## src/rtl/qd_pkg.sv

```systemverilog
package qd_pkg;
  typedef enum logic [1:0] {MUL_X4 = 2'b00, MUL_X2 = 2'b01, MUL_X1 = 2'b10, MUL_STEP = 2'b11} mul_t;
  typedef enum logic [1:0] {SRC_ENC = 2'b00, SRC_DIG = 2'b01, SRC_CLKUP = 2'b10, SRC_CLKDN = 2'b11} src_t;
  typedef enum logic [1:0] {IDX_ENC = 2'b00, IDX_DIG = 2'b01, IDX_SW = 2'b10, IDX_OFF = 2'b11} idx_t;
  localparam int unsigned NUM_ASYNC = 5;
endpackage

```

## src/rtl/qd_sync.sv

```systemverilog
module qd_sync #(
  parameter int unsigned WIDTH  = 5,
  parameter int unsigned STAGES = 2
) (
  input  logic             clk,
  input  logic             rst,
  input  logic [WIDTH-1:0] d,
  output logic [WIDTH-1:0] q
);
  logic [WIDTH-1:0] chain [STAGES];

  always_ff @(posedge clk) begin
    if (rst) chain[0] <= '0;
    else     chain[0] <= d;
  end

  for (genvar s = 1; s < STAGES; s++) begin : g_stage
    always_ff @(posedge clk) begin
      if (rst) chain[s] <= '0;
      else     chain[s] <= chain[s-1];
    end
  end

  assign q = chain[STAGES-1];
endmodule

```

## src/rtl/qd_quad.sv

```systemverilog
module qd_quad
  import qd_pkg::*;
(
  input  logic       clk,
  input  logic       rst,
  input  logic       a,
  input  logic       b,
  input  logic       step,
  input  logic [1:0] mult,
  output logic       ev,
  output logic       up,
  output logic       bad
);
  logic pa, pb, pstep;
  logic da, db, one_change;

  always_ff @(posedge clk) begin
    if (rst) {pa, pb, pstep} <= 3'b000;
    else     {pa, pb, pstep} <= {a, b, step};
  end

  assign da         = a ^ pa;
  assign db         = b ^ pb;
  assign bad        = da & db;
  assign one_change = da ^ db;

  always_comb begin
    ev = 1'b0;
    up = a ^ pb;
    unique case (mul_t'(mult))
      MUL_X4:   ev = one_change;
      MUL_X2:   ev = one_change & da;
      MUL_X1:   ev = one_change & da & ~b;
      MUL_STEP: begin
        ev = step & ~pstep;
        up = a;
      end
      default:  ev = 1'b0;
    endcase
  end
endmodule

```

## src/rtl/qd_index.sv

```systemverilog
module qd_index
  import qd_pkg::*;
(
  input  logic       clk,
  input  logic       rst,
  input  logic       enc_idx,
  input  logic       dig_idx,
  input  logic [1:0] sel,
  input  logic       edge_bit,
  output logic       pulse
);
  logic active, active_q;

  always_comb begin
    unique case (idx_t'(sel))
      IDX_ENC: active = enc_idx ^ edge_bit;
      IDX_DIG: active = dig_idx ^ edge_bit;
      IDX_SW:  active = edge_bit;
      default: active = 1'b0;
    endcase
  end

  always_ff @(posedge clk) begin
    if (rst) begin
      active_q <= 1'b0;
      pulse    <= 1'b0;
    end else begin
      active_q <= active;
      pulse    <= active & ~active_q;
    end
  end

  p_off_silent_r10: assert property (@(posedge clk) disable iff (rst)
    (sel == IDX_OFF) |=> !pulse);
  p_single_pulse_r9: assert property (@(posedge clk) disable iff (rst)
    (pulse && $stable(sel) && $stable(edge_bit)) |=> !pulse);
endmodule

```

## src/rtl/quad_count_front.sv

```systemverilog
module quad_count_front
  import qd_pkg::*;
#(
  parameter int unsigned SYNC_STAGES = 2
) (
  input  logic       clk,
  input  logic       rst,
  input  logic       phase_a,
  input  logic       phase_b,
  input  logic       enc_index,
  input  logic       dig_count,
  input  logic       dig_index,
  input  logic [1:0] mult_sel,
  input  logic [1:0] count_sel,
  input  logic       src_edge,
  input  logic [1:0] index_sel,
  input  logic       idx_edge,
  output logic       cnt_en,
  output logic       cnt_up,
  output logic       idx_pulse,
  output logic       quad_err
);
  logic [NUM_ASYNC-1:0] raw, syn;
  logic s_a, s_b, s_idx, s_dcnt, s_didx;
  logic q_ev, q_up, q_bad;
  logic dcnt_q, dig_ev;
  logic nxt_en, nxt_up;

  assign raw = {dig_index, dig_count, enc_index, phase_b, phase_a};

  qd_sync #(.WIDTH(NUM_ASYNC), .STAGES(SYNC_STAGES)) u_sync (
    .clk(clk), .rst(rst), .d(raw), .q(syn)
  );

  assign {s_didx, s_dcnt, s_idx, s_b, s_a} = syn;

  qd_quad u_quad (
    .clk(clk), .rst(rst), .a(s_a), .b(s_b), .step(s_idx),
    .mult(mult_sel), .ev(q_ev), .up(q_up), .bad(q_bad)
  );

  qd_index u_index (
    .clk(clk), .rst(rst), .enc_idx(s_idx), .dig_idx(s_didx),
    .sel(index_sel), .edge_bit(idx_edge), .pulse(idx_pulse)
  );

  always_ff @(posedge clk) begin
    if (rst) dcnt_q <= 1'b0;
    else     dcnt_q <= s_dcnt;
  end

  assign dig_ev = src_edge ? (dcnt_q & ~s_dcnt) : (s_dcnt & ~dcnt_q);

  always_comb begin
    unique case (src_t'(count_sel))
      SRC_ENC:   begin nxt_en = q_ev;     nxt_up = q_up; end
      SRC_DIG:   begin nxt_en = dig_ev;   nxt_up = 1'b1; end
      SRC_CLKUP: begin nxt_en = src_edge; nxt_up = 1'b1; end
      default:   begin nxt_en = src_edge; nxt_up = 1'b0; end
    endcase
  end

  always_ff @(posedge clk) begin
    if (rst) begin
      cnt_en   <= 1'b0;
      cnt_up   <= 1'b0;
      quad_err <= 1'b0;
    end else begin
      cnt_en <= nxt_en;
      if (nxt_en) cnt_up <= nxt_up;
      if (q_bad)  quad_err <= 1'b1;
    end
  end

  p_clk_gate_r8: assert property (@(posedge clk) disable iff (rst)
    (count_sel[1] && !src_edge) |=> !cnt_en);
  p_clk_dir_r8: assert property (@(posedge clk) disable iff (rst)
    (count_sel[1] && src_edge) |=> (cnt_en && (cnt_up == !$past(count_sel[0]))));
  p_illegal_nocount_r5: assert property (@(posedge clk) disable iff (rst)
    (count_sel == SRC_ENC && mult_sel != MUL_STEP && q_bad) |=> !cnt_en);
  p_err_sticky_r5: assert property (@(posedge clk) disable iff (rst)
    quad_err |=> quad_err);
  p_err_set_r5: assert property (@(posedge clk) disable iff (rst)
    q_bad |=> quad_err);
endmodule

```

## config.mk

```make
export PLATFORM = sky130hd
export DESIGN_NAME = quad_count_front
export DESIGN_NICKNAME = d
export VERILOG_FILES = /design/src/rtl/qd_pkg.sv /design/src/rtl/qd_sync.sv /design/src/rtl/qd_quad.sv /design/src/rtl/qd_index.sv /design/src/rtl/quad_count_front.sv
export SDC_FILE = /design/constraint.sdc
export NUM_CORES = 1
export LEC_CHECK = 0
export ABC_AREA = 0
export BUFFER_PORTS_ARGS = -buffer_cell sky130_fd_sc_hd__buf_2
export CAP_MARGIN = 5
export CORE_MARGIN = 4
export CORE_UTILIZATION = 49
export DETAILED_ROUTE_END_ITERATION = 8
export HOLD_SLACK_MARGIN = 0.08
export PLACE_DENSITY_LB_ADDON = 0.08
export SYNTH_ARGS = -nofsm -noshare
export SYNTH_HDL_FRONTEND = slang
export SYNTH_SLANG_ARGS = --single-unit
export TNS_END_PERCENT = 1
```

## constraint.sdc

```tcl
create_clock -name clk -period 2.5 [get_ports clk]
set_input_delay 0.375 -clock clk [delete_from_list [all_inputs] [get_ports clk]]
set_output_delay 0.375 -clock clk [all_outputs]
set_load 0.05 [all_outputs]
```

==> impl_metrics.ini, run 1 <==
[status]
status = finished, final reports clean

[place]
port-buffer-count = 18
post-place-ws_ns = 0.647
place_congestion = 0.723
dpl.hpwl_um = 874

[timing]
worst_slack_ns = 0.639
worst-slew-pin-transition_ns = 0.328
slew_violations = 0
hold_violations = 0
setup_viol = 0
skew_ns = 0.00459
relSlewSlack_pct = 78.1
setup_tns_ns = 0
whs_ns = 0.284
max_freq_mhz = 537
finalCritPeriodShare_pct = 74.4
period_minus_slack_ns = 1.86
rsz0062_at_grt = false

[clock_network]
clk_latency_ns = 0.29
cts.htree.levels = 1
cts_num_sinks = 19
clock_path_buffers = 2
cts_setup_buffers = 0
postCtsHoldBufs = 0
clockRootBuffer = clkbuf_4
numCtsBuffers = 3
cts.repair.resized = 0
cts.clk_slew.worst_paths_ns = 0.11
cts_tree = yes

[setup_path]
r2r-start = u_sync.chain[1][1]$_SDFF_PP0_
worst_setup_path_start_kind = register
r2r_cells = 7
critPathArrivalTime_ns = 2.05
cp_max_fo = 3
crit_start = u_sync.chain[1][1]$_SDFF_PP0_
required_ns = 2.69
r2r_end = cnt_up$_SDFFE_PP0P_
regToRegSetupSlack_ns = 0.64
crit_type = register to register
endpoint_kind = register

[cells_and_area]
mostFrequentLayoutCell = dfxtp_1
fillers = 125
final_util_pct = 60.2
nets = 116
syn2layout_area_growth_pct = 17.1
diodes = 0
layout-drive-gt1-share_pct = 26.3
final_cell_mix = dfxtp_1, buf_2, nor2b_1

[floorplanning]
dieArea_sq_mm = 0.00228
num_rows = 14
dieWidth_um = 47.8
coreArea_sq_mm = 0.00151
ios = 19
die_h_um = 47.8
initial_utilization_pct = 51.4

[power]
powerDensity_mw_per_mm2 = 605
power_mw = 0.549
ir_drop_mv = 0.576
power.leakage_nw = 0.437

[grt]
grt.total_usage_pct = 11.5
antenna_found_initial = 0
grt_overflow_total = 0
grt_pass1_wl_mm = 1.77
grt_max_degree = 21
grt_pass1_vias = 464

[routing]
dr_total_vias = 538
avgViaCountPerCell = 4.85
ant_nets = 0
initialDrtViolationCount = 2
finalWirelength_mm = 1.11
first_pass_iters = 4
route.detailed.drc = 0
wire_per_inst_um = 10.0

[synthesis]
synth_area_per_cell_sq_um = 10.3
syn_area_sq_um = 774
synth_nets = 95
synthCells = 75
synth_warnings = 0
synth-seq-area-share_pct = 49.1
ys_ff_latch = 19
ys_types = 22

[min_path]
min_path_type = input port to register
whs_path_depth = 2
whs_endpoint = u_sync.chain[0][2]$_SDFF_PP0_
min-delay-start = enc_index

[flow_run]
drv_cap = 0
==> logic make-up (layout without fill, tap and decap cells) <==
kind of cell	Yosys count	in the layout	synth area share, %
flip-flops	19	19	49.1
AO/OA/AOI/OAI	8	8	10.2
adder cells (fa/ha/maj)	5	5	8.08
buffers and inverters	7	27	3.39
AND/OR/NAND/NOR	32	32	23.9
multiplexers	1	1	1.94
XOR/XNOR	3	3	3.39
==> how the worst max path moves through the flow <==
stage                     endpoint  slack (ns)  depth (start not counted)
6_report       cnt_up$_SDFFE_PP0P_        0.64                          7
5_1_grt        cnt_up$_SDFFE_PP0P_        0.48                          7
4_1_cts        cnt_up$_SDFFE_PP0P_        0.62                          7
3_5_place_dp   cnt_up$_SDFFE_PP0P_        0.65                          7
3_3_place_gp   cnt_up$_SDFFE_PP0P_        0.66                          7
2_1_floorplan  cnt_up$_SDFFE_PP0P_        0.77                          7
==> final cells by class <==
cell class / instances / area [sq um] / area share (%)
inverters: 5 / 18.8 / 2.07
multi-input cells: 49 / 368 / 40.6
clock buffers: 3 / 22.5 / 2.48
repair buffers: 18 / 90.1 / 9.93
clock inverters: 1 / 7.51 / 0.828
well taps: 16 / 20.0 / 2.21
flip-flops and latches: 19 / 380 / 41.9
==> synthesized netlist by cell type, drive strengths merged <==
cell type / n / area, sq um
o221a: 1 / 20.0
o31a: 1 / 8.76
o32a: 1 / 10.0
a22oi: 1 / 7.51
a221oi: 1 / 15.0
nand2: 2 / 7.51
nor3: 1 / 5.00
mux2: 1 / 15.0
o21ai: 1 / 5.00
nor2b: 16 / 100
ha: 5 / 62.6
clkbuf: 2 / 7.51
nand2b: 1 / 6.26
a21oi: 1 / 5.00
o31ai: 1 / 7.51
and3b: 1 / 8.76
nor2: 8 / 30.0
xor2: 3 / 26.3
dfxtp: 19 / 380
inv: 5 / 18.8
and4b: 2 / 20.0
nand3b: 1 / 7.51
==> critical path: stages (launching register included) <==
cell and delay (ns):
dfxtp_1 0.39, xor2_1 0.20, inv_1 0.06, ha_1 0.20, nand2b_1 0.16, a221oi_2 0.25, o221a_4 0.22, mux2_4 0.29
==> flip-flops by register name, summed over array words and instances, names as in the netlist <==
register,cells
u_sync.chain,10
u_quad.pb,1
u_quad.pstep,1
cnt_up,1
u_index.pulse,1
u_index.active_q,1
cnt_en,1
u_quad.pa,1
quad_err,1
dcnt_q,1
==> per-layer routing <==
metal,wire length (um),global-route usage (%),vias to the layer above
met1,467,11.6,236
met5,0,0,-
li1,-,-,287
met2,537,20.3,15
met3,105,6.77,0
met4,0,2.69,0
==> metrics by stage <==
| stage | cell area (sq um) | std cells |
|---|---|---|
| 2_1_floorplan | 774 | 75 |
| 3_3_place_gp | 877 | 107 |
| 3_5_place_dp | 877 | 107 |
| 4_1_cts | 907 | 111 |
| 5_1_grt | 907 | 111 |
| 6_report | 907 | 111 |
==> report_power, final <==
group	internal [mW]	switching, mW
clock network	0.0609	0.0917
registers	0.317	0.00506
logic	0.0335	0.0409
No activity file was read; power rests on OpenSTA's default activity.
==> run 2, diff against run 1 <==
--- a/config.mk
+++ b/config.mk
@@ -5,11 +5,11 @@
 export SDC_FILE = /design/constraint.sdc
 export NUM_CORES = 1
 export LEC_CHECK = 0
-export ABC_AREA = 0
+export ABC_AREA = 1
 export BUFFER_PORTS_ARGS = -buffer_cell sky130_fd_sc_hd__buf_2
 export CAP_MARGIN = 5
 export CORE_MARGIN = 4
-export CORE_UTILIZATION = 49
+export CORE_UTILIZATION = 45
 export DETAILED_ROUTE_END_ITERATION = 8
 export HOLD_SLACK_MARGIN = 0.08
 export PLACE_DENSITY_LB_ADDON = 0.08
==> constraint.sdc (replaced) <==
create_clock -name clk -period 1.7 [get_ports clk]
set_input_delay 0.255 -clock clk [delete_from_list [all_inputs] [get_ports clk]]
set_output_delay 0.255 -clock clk [all_outputs]
set_load 0.05 [all_outputs]
==> run 2 against run 1 <==
  * Sequential power rose by 47%
  * Register-to-register slack got worse by 0.43 ns
  * Clock skew fell by 0.0031 ns
  * Critical endpoint unchanged
==> impl_metrics.ini, run 2 <==
[synthesis]
synth.area.mux_share_pct = 0
yosys.area_share.simple_pct = 22.7
yosysMostFrequentCell = inv_1
synth_area_per_cell_sq_um = 7.94
syn_area_sq_um = 810
synth_xor_area_share_pct = 2.16
synth_warnings = 0
ys_types = 21
synth-seq-area-share_pct = 47.0
synth-edff-count = 0
synth_common_cells = inv_1, nor2_1, dfxtp_1
synth_nets = 122
yosysTopAreaCellShare_pct = 47.0
synth_ff_type = dfxtp_1
synthCells = 102
ys_ff_latch = 19
synth_top_family_by_area = simple AND/OR/NAND/NOR gates
synth_compound_area_share_pct = 6.96
async_reset_ff_share_pct = 0
yosysTopAreaCell = dfxtp_1
ys_top_cells_by_area = dfxtp_1, inv_1, nor2_1
synthAdderAreaFrac_pct = 7.73

[timing]
rsz0062_at_grt = false
worst-slew-pin-transition_ns = 0.329
slew_violations = 0
period_minus_slack_ns = 1.49
max_freq_mhz = 670
setup_tns_ns = 0
skew_ns = 0.00151
finalCritPeriodShare_pct = 87.7
setup_viol = 0
relSlewSlack_pct = 78.0
hold_violations = 0

[place]
place_congestion = 0.749
dpl.cell_count = 143
dpl.hpwl_um = 909
port-buffer-count = 18

[cells_and_area]
mostFrequentLayoutCell = inv_1
diodes = 0
largest_register_ffs = 10
fillers = 175
fin_cells = 147
regMostFlops = u_sync.chain
register_area_sq_um = 380
syn2layout_area_growth_pct = 16.4
multi_input_area_sq_um = 320
layout-drive-gt1-share_pct = 24.6
nets = 143
final_cell_mix = inv_1, nor2_1, dfxtp_1

[floorplanning]
die_h_um = 50.4
dieWidth_um = 50.4
dieArea_sq_mm = 0.00254
ios = 19
coreArea_sq_mm = 0.00171
num_rows = 15
initial_utilization_pct = 47.4

[setup_path]
endpoint_kind = register
cpMostUsedCell = nand2_1
critPathMaxStageDelay_ns = 0.35
r2r_cells = 9
critPathSlowestCell = dfxtp_1
critPathArrivalTime_ns = 1.68
crit_type = register to register
cp_max_fo = 3
crit_chain = xnor2_1, inv_1, ha_1, nor3_1, nor2_1, nand2_2, nand2_1, nand2_1, a21oi_2
worst_setup_path_start_kind = register
required_ns = 1.89

[clock_network]
cts.repair.resized = 0
cts_num_sinks = 19
clock_path_buffers = 2
clk_latency_ns = 0.30
clockRootBuffer = clkbuf_4
cts_setup_buffers = 0
cts_tree = yes
cts.clk_slew.worst_paths_ns = 0.11
cts.htree.levels = 1
numCtsBuffers = 3
postCtsHoldBufs = 0

[grt]
grt_overflow_total = 0
grt_max_degree = 20
grt_pass1_vias = 490
grt_pass1_wl_mm = 2.00
grt.total_usage_pct = 10.9
antenna_found_initial = 0

[status]
status = finished, final reports clean

[flow_run]
drv_cap = 0

[routing]
initialDrtViolationCount = 4
dr_total_vias = 606
first_pass_iters = 3
ant_nets = 0
route.detailed.drc = 0
wire_per_inst_um = 8.12
avgViaCountPerCell = 4.12
finalWirelength_mm = 1.19

[power]
powerDensity_mw_per_mm2 = 872
power.leakage_nw = 0.496
ir_drop_mv = 0.596

[min_path]
min_path_type = input port to register
whs_path_depth = 3
run 2: cell count changes in the layout (fill, tap and decap cells not counted), moves of 3 or more:
cell,before,now
nand3_1,0,5
inv_1,5,23
nor2_1,8,20
nand2_2,0,3
nor2b_1,16,0
nand2_1,2,10
run 2: worst paths after layout:
| path | from | end | slack [ns] |
|---|---|---|---|
| setup / recovery | u_quad.pb$_SDFF_PP0_ | cnt_up$_SDFFE_PP0P_ | 0.21 |
| hold / removal | phase_a | u_sync.chain[0][0]$_SDFF_PP0_ | 0.15 |
| setup reg to reg | u_quad.pb$_SDFF_PP0_ | cnt_up$_SDFFE_PP0P_ | 0.21 |
| hold reg to reg | u_index.active_q$_SDFF_PP0_ | u_index.pulse$_SDFF_PP0_ | 0.40 |
run 2: metrics by stage:
step | power [mW] | util, % | hold slack (ns) | setup WS [ns] | area, sq um
2_1_floorplan | 0.568 | - | 0.362 | 0.299 | 810
3_3_place_gp | 0.597 | 53.4 | 0.383 | 0.254 | 912
3_5_place_dp | 0.601 | 53.4 | 0.386 | 0.215 | 912
4_1_cts | 0.839 | 55.2 | 0.127 | 0.190 | 942
5_1_grt | 0.878 | 55.2 | 0.123 | 0.0760 | 942
6_report | 0.822 | 55.2 | 0.145 | 0.209 | 942
run 2: worst max-delay path, delay by kind of cell (launching register included):
family | cells | cell delay, ns
adder cells (fa/ha/maj) | 1 | 0.26
AND/OR/NAND/NOR | 5 | 0.46
XOR/XNOR | 1 | 0.21
AO/OA/AOI/OAI | 1 | 0.05
flip-flops | 1 | 0.35
buffers and inverters | 1 | 0.07
run 2: report_power, final:
group	switching [mW]	internal, mW	total [mW]
Sequential	0.00780	0.466	0.474
Clock	0.143	0.0896	0.232
Combinational	0.0721	0.0433	0.115
Total	0.223	0.599	0.822
run 2: final cells by class:
type	instances	area share, %
Clock buffer	3	2.39
Multi-Input combinational cell	57	34.0
Timing Repair Buffer	18	9.56
Tap cell	25	3.32
Clock inverter	1	0.797
Sequential cell	19	40.4
Inverter	24	9.56
run 2: layer usage:
| metal | track usage (%) | wire length, um | vias up |
|---|---|---|---|
| met5 | 0 | 0 | - |
| met4 | 6.28 | 29 | 0 |
| met3 | 6.23 | 108 | 5 |
| met2 | 17.2 | 526 | 14 |
| met1 | 11.2 | 528 | 248 |
| li1 | - | - | 339 |
run 2: logic make-up (layout without fill, tap and decap cells):
logic type	after synthesis	count (layout)
AO/OA/AOI/OAI	7	7
XOR/XNOR	2	2
adder cells (fa/ha/maj)	5	5
buffers and inverters	26	46
flip-flops	19	19
AND/OR/NAND/NOR	43	43
==> run 3, diff against run 2 <==
--- a/config.mk
+++ b/config.mk
@@ -8,8 +8,7 @@
 export ABC_AREA = 1
 export BUFFER_PORTS_ARGS = -buffer_cell sky130_fd_sc_hd__buf_2
 export CAP_MARGIN = 5
-export CORE_MARGIN = 4
-export CORE_UTILIZATION = 45
+export CORE_UTILIZATION = 50
 export DETAILED_ROUTE_END_ITERATION = 8
 export HOLD_SLACK_MARGIN = 0.08
 export PLACE_DENSITY_LB_ADDON = 0.08
==> constraint.sdc (replaced) <==
create_clock -name clk -period 1.4 [get_ports clk]
set_input_delay 0.21 -clock clk [delete_from_list [all_inputs] [get_ports clk]]
set_output_delay 0.21 -clock clk [all_outputs]
set_load 0.05 [all_outputs]
==> run 3 against run 2 <==
  * The run now ends with negative setup slack left
  * Final area increased by 6.1%
  * Sequential power increased by 22%
  * Clock skew about the same
  * Count of clock-buffer cells in the layout increased by 1
  * Cell count decreased by 3.4%
  * Sequential cell count unchanged
  * Wire length increased by 4.9%
  * Critical endpoint unchanged
  * Largest cell class unchanged
==> impl_metrics.ini, run 3 (same netlist as run 2, synthesis figures left out) <==
[status]
status = complete, but fails checks
violations = negative setup slack

[clock_network]
numCtsBuffers = 3
clk_latency_ns = 0.29
cts_num_sinks = 19
cts.clk_slew.worst_paths_ns = 0.10
clockRootBuffer = clkbuf_4
clock_path_buffers = 2
cts_tree = yes
cts.htree.levels = 1

[power]
power_mw = 1.00
powerDensity_mw_per_mm2 = 1000
power.leakage_nw = 0.523
ir_drop_mv = 0.621

[routing]
dr_total_vias = 649
ant_nets = 0
first_pass_iters = 4
initialDrtViolationCount = 8
route.detailed.drc = 0
avgViaCountPerCell = 4.57
finalWirelength_mm = 1.25
wire_per_inst_um = 8.81

[timing]
setup_viol = 1
relSlewSlack_pct = 78.0
max_freq_mhz = 712
setup_tns_ns = -0.00395
skew_ns = 0.00135
worst-slew-pin-transition_ns = 0.330
hold_violations = 0
worst_slack_ns = -0.00395
whs_ns = 0.110
slew_violations = 0
period_minus_slack_ns = 1.40
rsz0062_at_grt = true
finalCritPeriodShare_pct = 100

[floorplanning]
num_rows = 14
dieArea_sq_mm = 0.00178
coreArea_sq_mm = 0.00151
ios = 19
die_h_um = 42.2
initial_utilization_pct = 53.7
dieWidth_um = 42.2

[cells_and_area]
fin_cells = 142
diodes = 0
largest_register_ffs = 10
finish.instance_area_sq_um = 1000
syn2layout_area_growth_pct = 23.5
final_util_pct = 66.4
regMostFlops = u_sync.chain
final_cell_mix = inv_1, nor2_1, buf_2
nets = 147
layout-drive-gt1-share_pct = 33.3
mostFrequentLayoutCell = inv_1

[place]
post-place-ws_ns = -0.0794
place_congestion = 0.706
port-buffer-count = 18
post_dp_cell_area_sq_um = 916
dpl.cell_count = 136
dpl.hpwl_um = 855

[flow_run]
drv_cap = 0

[setup_path]
crit_type = register to register
regToRegSetupSlack_ns = -0.004
cp_max_fo = 3
endpoint = cnt_up$_SDFFE_PP0P_
required_ns = 1.58
r2r_end = cnt_up$_SDFFE_PP0P_
crit_start = u_quad.pa$_SDFF_PP0_
r2r-start = u_quad.pa$_SDFF_PP0_
critPathArrivalTime_ns = 1.58
endpoint_kind = register
worst_setup_path_start_kind = register
r2r_cells = 10

[grt]
grt_pass1_wl_mm = 2.37
antenna_found_initial = 0
grt_max_degree = 20
grt.total_usage_pct = 17.8
grt_overflow_total = 0
grt_pass1_vias = 660

[min_path]
min_path_type = input port to register
==> run 3: cell count changes in the layout (fill, tap and decap cells not counted), sizes merged <==
cell	delta
buf	+4
clkbuf	+1
clkinvlp	-1
==> run 3: worst min path at each step <==
stage,from,end,slack (ns),cells after the start
finish,phase_b,u_sync.chain[0][1]$_SDFF_PP0_,0.11,3
global route,phase_b,u_sync.chain[0][1]$_SDFF_PP0_,0.10,3
CTS,phase_b,u_sync.chain[0][1]$_SDFF_PP0_,0.1,3
detailed placement,u_index.active_q$_SDFF_PP0_,u_index.pulse$_SDFF_PP0_,0.39,1
global placement,u_index.active_q$_SDFF_PP0_,u_index.pulse$_SDFF_PP0_,0.38,1
floorplan,phase_a,u_sync.chain[0][0]$_SDFF_PP0_,0.32,2
==> run 3: report_power, final <==
part | internal [mW] | total (mW) | leakage, nW | switching, mW
logic | 0.0628 | 0.156 | 0.349 | 0.0936
registers | 0.567 | 0.577 | 0.158 | 0.0104
clock network | 0.111 | 0.269 | 0.0150 | 0.158
==> run 3: repair_timing <==
action,CTS,global route
pin swaps,8,3
setup buffers,2,0
hold buffers,0,0
resized for setup,8,2
setup endpoints to repair,1,2
==> run 3: final cells by class <==
cell class	count	area, sq um
Fill cell	147	507
Sequential cell	19	385
Multi-Input combinational cell	57	358
Timing Repair Buffer	22	120
Inverter	24	90.1
Clock buffer	4	26.3
Tap cell	16	20.0
==> run 3: routing by layer <==
metal | GRT usage (%) | part of all wire, % | wire (um) | up-vias
li1 | - | - | - | 348
met1 | 17.3 | 40 | 504 | 283
met2 | 33.2 | 54 | 675 | 14
met3 | 3.88 | 4.0 | 50 | 4
met4 | 11.3 | 1.7 | 21 | 0
met5 | 0 | 0 | 0 | -
==> run 3: worst max-delay path: stages, from the launching register on <==
cell      delay (ns)
dfxtp_2         0.34
xor2_2          0.17
buf_4           0.14
ha_4            0.14
o21bai_1        0.14
nand2_1         0.06
nand2_1         0.06
nand2_2         0.08
nand2_1         0.05
nand2_1         0.06
a21oi_2         0.04
